### src/rtl/tmr8_cmp.sv
module tmr8_cmp #(
  parameter int CW = 8,
  parameter int PW = 10
) (
  input  logic          clk,
  input  logic          rst,
  input  logic [2:0]    bus_addr,
  input  logic          bus_wr,
  input  logic [7:0]    bus_wdata,
  output logic [7:0]    bus_rdata,
  input  logic [1:0]    port_data,
  input  logic [1:0]    port_dir,
  output logic [1:0]    pin_out,
  output logic [1:0]    pin_oe
);
  localparam logic [CW-1:0] CMAX = {CW{1'b1}};

  logic [7:0]    ctl;
  logic [2:0]    csel;
  logic [CW-1:0] cnt, cmp_a, cmp_b;
  logic [2:0]    flg;
  logic [PW-1:0] pre;
  logic          oc_a, oc_b;
  logic          tick;

  wire wr_ctl = bus_wr && bus_addr == 3'd0;
  wire wr_sel = bus_wr && bus_addr == 3'd1;
  wire wr_cnt = bus_wr && bus_addr == 3'd2;
  wire wr_ca  = bus_wr && bus_addr == 3'd3;
  wire wr_cb  = bus_wr && bus_addr == 3'd4;
  wire wr_flg = bus_wr && bus_addr == 3'd5;

  wire [1:0] mode_a = ctl[7:6];
  wire [1:0] mode_b = ctl[5:4];
  wire       ctc    = ctl[1:0] == 2'b10;

  always_comb
    case (csel)
      3'd1:    tick = 1'b1;
      3'd2:    tick = &pre[2:0];
      3'd3:    tick = &pre[5:0];
      3'd4:    tick = &pre[7:0];
      3'd5:    tick = &pre[9:0];
      default: tick = 1'b0;
    endcase

  wire hit_a = tick && cnt == cmp_a;
  wire hit_b = tick && cnt == cmp_b;
  wire ovf   = tick && !ctc && cnt == CMAX;
  wire [2:0] set_ev = {hit_b, hit_a, ovf};

  function automatic logic oc_next(input logic [1:0] m, input logic cur);
    case (m)
      2'b01:   return ~cur;
      2'b10:   return 1'b0;
      2'b11:   return 1'b1;
      default: return cur;
    endcase
  endfunction

  always_ff @(posedge clk) begin
    if (rst) begin
      ctl <= '0; csel <= '0; cnt <= '0; cmp_a <= '0; cmp_b <= '0;
      flg <= '0; pre <= '0; oc_a <= 1'b0; oc_b <= 1'b0;
    end else begin
      pre <= pre + 1'b1;
      if (wr_ctl) ctl <= {bus_wdata[7:4], 2'b00, bus_wdata[1:0]};
      if (wr_sel) csel <= bus_wdata[2:0];
      if (wr_ca)  cmp_a <= bus_wdata[CW-1:0];
      if (wr_cb)  cmp_b <= bus_wdata[CW-1:0];
      if (wr_cnt)
        cnt <= bus_wdata[CW-1:0];
      else if (tick)
        cnt <= (ctc && cnt == cmp_a) ? '0 : cnt + 1'b1;
      flg <= (flg & ~(wr_flg ? bus_wdata[2:0] : 3'b000)) | set_ev;
      if (hit_a) oc_a <= oc_next(mode_a, oc_a);
      if (hit_b) oc_b <= oc_next(mode_b, oc_b);
    end
  end

  always_comb
    case (bus_addr)
      3'd0:    bus_rdata = ctl;
      3'd1:    bus_rdata = {5'b0, csel};
      3'd2:    bus_rdata = 8'(cnt);
      3'd3:    bus_rdata = 8'(cmp_a);
      3'd4:    bus_rdata = 8'(cmp_b);
      3'd5:    bus_rdata = {5'b0, flg};
      default: bus_rdata = 8'h00;
    endcase

  assign pin_out[0] = (mode_a != 2'b00) ? oc_a : port_data[0];
  assign pin_out[1] = (mode_b != 2'b00) ? oc_b : port_data[1];
  assign pin_oe     = port_dir;

  a_r2_stop_holds: assert property (@(posedge clk) disable iff (rst)
    (csel == 3'd0 && !wr_cnt) |=> $stable(cnt));
  a_r3_wrap_sets_ovf: assert property (@(posedge clk) disable iff (rst)
    (tick && !ctc && cnt == CMAX && !wr_cnt) |=> (cnt == '0 && flg[0]));
  a_r5_ctc_reload: assert property (@(posedge clk) disable iff (rst)
    (tick && ctc && cnt == cmp_a && !wr_cnt) |=> (cnt == '0 && flg[1]));
  a_r7_set_wins: assert property (@(posedge clk) disable iff (rst)
    (tick && cnt == cmp_b) |=> flg[2]);
  a_r8_toggle: assert property (@(posedge clk) disable iff (rst)
    (tick && cnt == cmp_a && mode_a == 2'b01) |=> (oc_a != $past(oc_a)));
endmodule

### config.mk
export PLATFORM = sky130hd
export DESIGN_NAME = tmr8_cmp
export DESIGN_NICKNAME = d
export VERILOG_FILES = /design/src/rtl/tmr8_cmp.sv
export SDC_FILE = /design/constraint.sdc
export NUM_CORES = 1
export LEC_CHECK = 0
export BUFFER_PORTS_ARGS = -buffer_cell sky130_fd_sc_hd__buf_2
export CORE_MARGIN = 4
export CORE_UTILIZATION = 53
export DETAILED_ROUTE_END_ITERATION = 12
export HOLD_SLACK_MARGIN = 0.15
export PLACE_DENSITY_LB_ADDON = 0.05
export SLEW_MARGIN = 20
export SYNTH_ARGS = -nofsm -noshare
export SYNTH_HDL_FRONTEND = slang
export SYNTH_SLANG_ARGS = --single-unit
export TNS_END_PERCENT = 30
### constraint.sdc
create_clock -name clk -period 1.95 [get_ports clk]
set_input_delay 0.195 -clock clk [delete_from_list [all_inputs] [get_ports clk]]
set_output_delay 0.195 -clock clk [all_outputs]
set_load 0.02 [all_outputs]
Word-level counts from Yosys, hierarchy flattened

Index checks and enable logic that the tools add are counted.

Bits in registers: 48
Input port bits: 18
Logic and storage cells: 70

Add/sub/neg operators: 2
Equality and inequality tests: 20
Muxes and demuxes: 10
Bitwise logic cells: 5
Reductions and logical operators: 24

Operator list:

| cell                                                                  | number |
|---|---|
| 8-bit case mux with 6 select lines                                    | 1 |
| 8-bit two-way mux                                                     | 3 |
| 8-bit equality test                                                   | 2 |
| 3-bit by 2-bit equality test with 1-bit output, second input constant | 4 |
| 3-bit equality test, second input constant                            | 4 |
| 1-bit logical AND                                                     | 11 |
| 10-bit by 1-bit adder with 10-bit output, second input constant       | 1 |
| 2-bit equality test, second input constant                            | 5 |
| 10-bit AND reduction                                                  | 1 |
| 8-bit by 1-bit adder with 8-bit output, second input constant         | 1 |
| 8-bit equality test, second input constant                            | 1 |
| 8-bit AND reduction                                                   | 1 |
| 3-bit by 1-bit equality test with 1-bit output, second input constant | 2 |
| 1-bit case mux with 3 select lines                                    | 2 |
| 6-bit AND reduction                                                   | 1 |
| 2-bit nonzero test                                                    | 3 |
| 3-bit nonzero test                                                    | 2 |
| 1-bit case mux with 5 select lines                                    | 1 |
| 2-bit by 1-bit equality test with 1-bit output, second input constant | 2 |
| 2-bit AND reduction                                                   | 2 |
| 3-bit AND                                                             | 1 |
| 3-bit zero test                                                       | 1 |
| 3-bit two-way mux                                                     | 1 |
| 3-bit inverter                                                        | 1 |
| other kinds (5)                                                       | 7 |

Logic depth before layout (Yosys ltp)

Depth in word-level cells: 6
Gate-level depth with buffers: 8
Depth with buffers taken out: 7

Least setup slack after synthesis

No wires, ideal clock.

Path kind: register to register
Start: reg pre[0]
End: reg oc_a
Setup time: 0.127 ns
Arrival: 1.881 ns
Slack: -0.058 ns
Cell stages (with the launch flop): 8
Path buffers: 1
Period minus slack after synthesis: 2.008 ns
Cell sequence: dfxtp_1 ha_1 nand4_2 o31a_1 or3_1 buf_6 o311ai_4 nand3_2

Longest elaborated chain between the ends: 4

Ends and longest elaborated chain:

| what                                               | RTL line | text |
|---|---|---|
| start, declared                                    | 22       | `logic [PW-1:0] pre;` |
| start signal, assigned                             | 66       | `pre <= pre + 1'b1;` |
| 10-bit AND reduction, or another cell as far along | 43       | `3'd5: tick = &pre[9:0];` |
| 1-bit case mux with 5 select lines *               | 38       | `case (csel)` |
| 1-bit logical AND *                                | 47       | `wire hit_a = tick && cnt == cmp_a;` |
| 2-bit AND reduction (no line) *                    | --       |  |
| end signal, assigned                               | 76       | `if (hit_a) oc_a <= oc_next(mode_a, oc_a);` |
| end, declared                                      | 23       | `logic oc_a, oc_b;` |

Every way passes the cells marked *; elsewhere a longest branch is shown, timed or not.
A chain may end at the register's enable or synchronous reset.

Final worst setup path

Start: reg pre[1]
End: reg cnt[0]

Longest elaborated chain between the ends: 3

Ends and longest elaborated chain:

| what                                               | RTL line | text |
|---|---|---|
| 10-bit AND reduction, or another cell as far along | 43       |  |
| 1-bit case mux with 5 select lines *               | 38       |  |
| 2-bit nonzero test (no line) *                     | --       |  |
| end signal, assigned                               | 72       | `cnt <= bus_wdata[CW-1:0];` |
| end signal, assigned                               | 74       | `cnt <= (ctc && cnt == cmp_a) ? '0 : cnt + 1'b1;` |
| end, declared                                      | 20       | `logic [CW-1:0] cnt, cmp_a, cmp_b;` |

Marks and branches as above.

==> flow_summary.ini <==
[routing]
vias_per_cell = 5.59
ant_nets = 0
drtPass1Iterations = 5
drt_iter0_markers = 148
drc = 0
avgRoutedWirePerCell_um = 15.9
num_vias = 2443
wirelength_mm = 6.95

[sta]
period_share_pct = 96.8
finalHoldViolations = 0
grt_setup_unrepaired = true
setup_violations = 0
drv_slew = 0
min_period_ps = 1890
fmax_mhz = 530
worst_pin_slew_ps = 548
clock_skew_ps = 8.76
max-slew-margin-rel_pct = 63.2

[power_and_ir_drop]
power_switching_mw = 0.608
p_leak_nw = 1.31
sw_frac_of_total_pct = 27.9
combPwrFrac_pct = 17.9
clockPowerShare_pct = 33.9
p_int_mw = 1.57
ir_drop_v = 0.000475
p_seq_share_pct = 48.1
powerDensity_nw_per_um2 = 680

[cts]
clkLatencyLatePin_ps = 310
htree_num_levels = 2
clock_path_buffers = 2
clock-sinks = 48
clk_pin_slew_ps = 100
cts-root-buf = clkbuf_8
numCtsBuffers = 5
cts_tree = built
ctsHoldBuffers = 0

[floorplanning]
dieArea_um2 = 6290
core-area_um2 = 4820
ios = 30
initial_core_util_pct = 56.0
dieHeight_um = 79.3
die_w_um = 79.3
num_rows = 25

[logic_synthesis]
synth_compound_gate_area_share_pct = 14.7
ys_types = 50
ys_ff_latch = 48
synth_top_family_by_area = simple AND/OR/NAND/NOR gates
synth_fp_nets = 349
async_flop_share_pct = 0
synth.area.top_cells = dfxtp_1 36%, mux2i_1 8.5%, nand2_1 6.7%, xor2_1 6.5%, nor2_1 4.7%
synth-simple-area-share_pct = 25.5
postSynthAreaPerCell_um2 = 8.22
synth.area.mux_share_pct = 11.5
synth_area_um2 = 2700
synth-main-ff-cell = dfxtp_1
synth_edf_count = 0
synth_top_area_share_pct = 35.6
synth-warning-count = 0
synthAdderAreaFrac_pct = 1.39
yosysSeqAreaShare_pct = 35.6
synth_top_cell_by_area = dfxtp_1
netlist_instances = 328
yosys.area_share.xor_xnor_pct = 7.15

[placed_design]
routabilityCongestion = 0.882
portBuffers = 25
hpwl_mm = 5.18
dp_cells = 427

[setup_path]
rr_worst_depth = 9
arrival_ps = 2130
cp-end-kind = register
path_max_fanout = 6
critPathKind = register to register
r2r_end = cnt[0]$_SDFFE_PP0P_
r2r_slack_ps = 60
startpoint_type = register
r2r-start = pre[1]$_SDFF_PP0_
worst_ep_required_time_ps = 2190

[run]
cap_violations = 0

[layout]
nNetsFinal = 390
fillers = 447
fin_util_pct = 66.4
diodes = 0
multi_input_area_um2 = 1660
layout-drive-gt1-share_pct = 25.1
fin_cells = 437
area_growth_pct = 18.7
seq_area_um2 = 963

[global_route]
gr-total-overflow = 0
grt_usage_pct = 23.9
grt_pass1_vias = 2336
grt_max_degree = 26
antenna_found_initial = 0
grt_pass1_wl_mm = 11.6

[min_path]
min_to = cmp_a[7]$_SDFFE_PP0P_
hold_path.class = input pin to register
worstHoldStart = bus_wdata[7]
hold_path_depth = 3

[run_status]
run_status = finished, final reports clean
## worst max-delay path: stages (launching register included)
cell,delay [ps]
dfxtp_2,360
ha_4,150
buf_4,110
and4_2,230
a21oi_1,90
buf_4,170
nor3_4,290
buf_6,150
o211ai_1,80
a31oi_1,180
## flip-flops by register name (all words and copies together) (netlist names)
| signal | count |
|---|---|
| cmp_a | 8 |
| cmp_b | 8 |
| cnt | 8 |
| csel | 3 |
| ctl | 6 |
| flg | 3 |
| oc_a | 1 |
| oc_b | 1 |
| pre | 10 |
## power groups by stage
stage / sequential (mW) / clock [mW] / combinational, mW
after floorplan: 1.05 / 0 / 0.241
after CTS: 1.04 / 0.745 / 0.379
final: 1.05 / 0.738 / 0.390
after detailed placement: 1.07 / 0 / 0.375
after global routing: 1.05 / 0.791 / 0.428
after global placement: 1.07 / 0 / 0.370
## layout by cell type, fill, tap and decap left out, types with 7 or more instances in the layout
cell type	n
nand2b_1	7
nand3_1	13
xor2_1	20
nand2_1	48
a21oi_1	14
buf_2	25
a31oi_1	11
mux2i_1	23
o21ai_0	11
buf_4	30
mux2_2	7
dfxtp_1	46
nor2_1	34
## kinds of logic (layout without fill, tap and decap cells)
family                     Yosys count  in the layout
AOI/OAI and AO/OA                   59             59
xor gates and xnor gates            22             22
adders and majority gates            3              3
buffers and inverters               25             67
DFF                                 48             48
muxes                               30             30
and+or+nand+nor                    141            141
## cell type report
class	count	area share (%)
clock buffers	5	2.15
repair buffers	57	11.6
flip-flops and latches	48	30.1
multi-input cells	255	51.9
clock inverters	3	1.33
well taps	67	2.62
inverters	2	0.235
## per-layer routing
metal / wire (µm) / GRT usage, % / vias to the layer above
li1: - / - / 1230
met1: 3320 / 33.3 / 1131
met2: 3040 / 36.5 / 71
met3: 440 / 4.76 / 11
met5: 0 / 0 / -
met4: 149 / 8.76 / 0
## metrics by stage
stage          setup TNS [ps]  total power, mW  setup slack [ps]  instance area, µm²  hold WS [ps]
2_1_floorplan               0             1.29              7.44                2700           330
3_3_place_gp                0             1.44              17.2                3030           390
3_5_place_dp            -23.4             1.44             -23.4                3030           390
4_1_cts                     0             2.17              38.1                3150           152
5_1_grt                 -85.0             2.27             -41.1                3200           166
6_report                    0             2.18              61.9                3200           159
## what timing repair did
item / CTS / global route
resized for setup: 1 / 9
pin swaps: 0 / 2
hold endpoints to repair: 0 / 0
setup endpoints to repair: 1 / 7
buffers inserted: 0 / 2
## worst max-delay path by stage
stage	cells after the start	to	from	slack (ps)
6_report	9	cnt[0]$_SDFFE_PP0P_	pre[1]$_SDFF_PP0_	60
5_1_grt	9	cnt[0]$_SDFFE_PP0P_	pre[1]$_SDFF_PP0_	-40
4_1_cts	7	oc_b$_SDFFE_PP0P_	pre[1]$_SDFF_PP0_	40
3_5_place_dp	6	oc_a$_SDFFE_PP0P_	pre[1]$_SDFF_PP0_	-20
3_3_place_gp	6	oc_a$_SDFFE_PP0P_	pre[0]$_SDFF_PP0_	20
2_1_floorplan	7	oc_a$_SDFFE_PP0P_	pre[0]$_SDFF_PP0_	7
## cell usage after synthesis, types with 2 or more instances
master	n
nand2_1	48
or3_1	3
buf_2	2
a31oi_1	11
nor4_1	6
xnor2_1	2
mux2i_1	23
a22oi_1	6
a21oi_1	14
or2_2	4
nand4_1	2
and2_1	2
nor2b_1	6
mux2_2	7
dfxtp_1	48
o41ai_1	3
o22ai_1	2
nand3_1	14
buf_4	2
inv_1	2
xor2_1	20
buf_1	3
and3_1	3
nand2b_1	7
clkbuf_1	15
nor3_1	3
nor2_1	34
ha_1	3
a32oi_1	2
o21ai_0	11
Note: power is estimated with default switching activity, not from simulation.
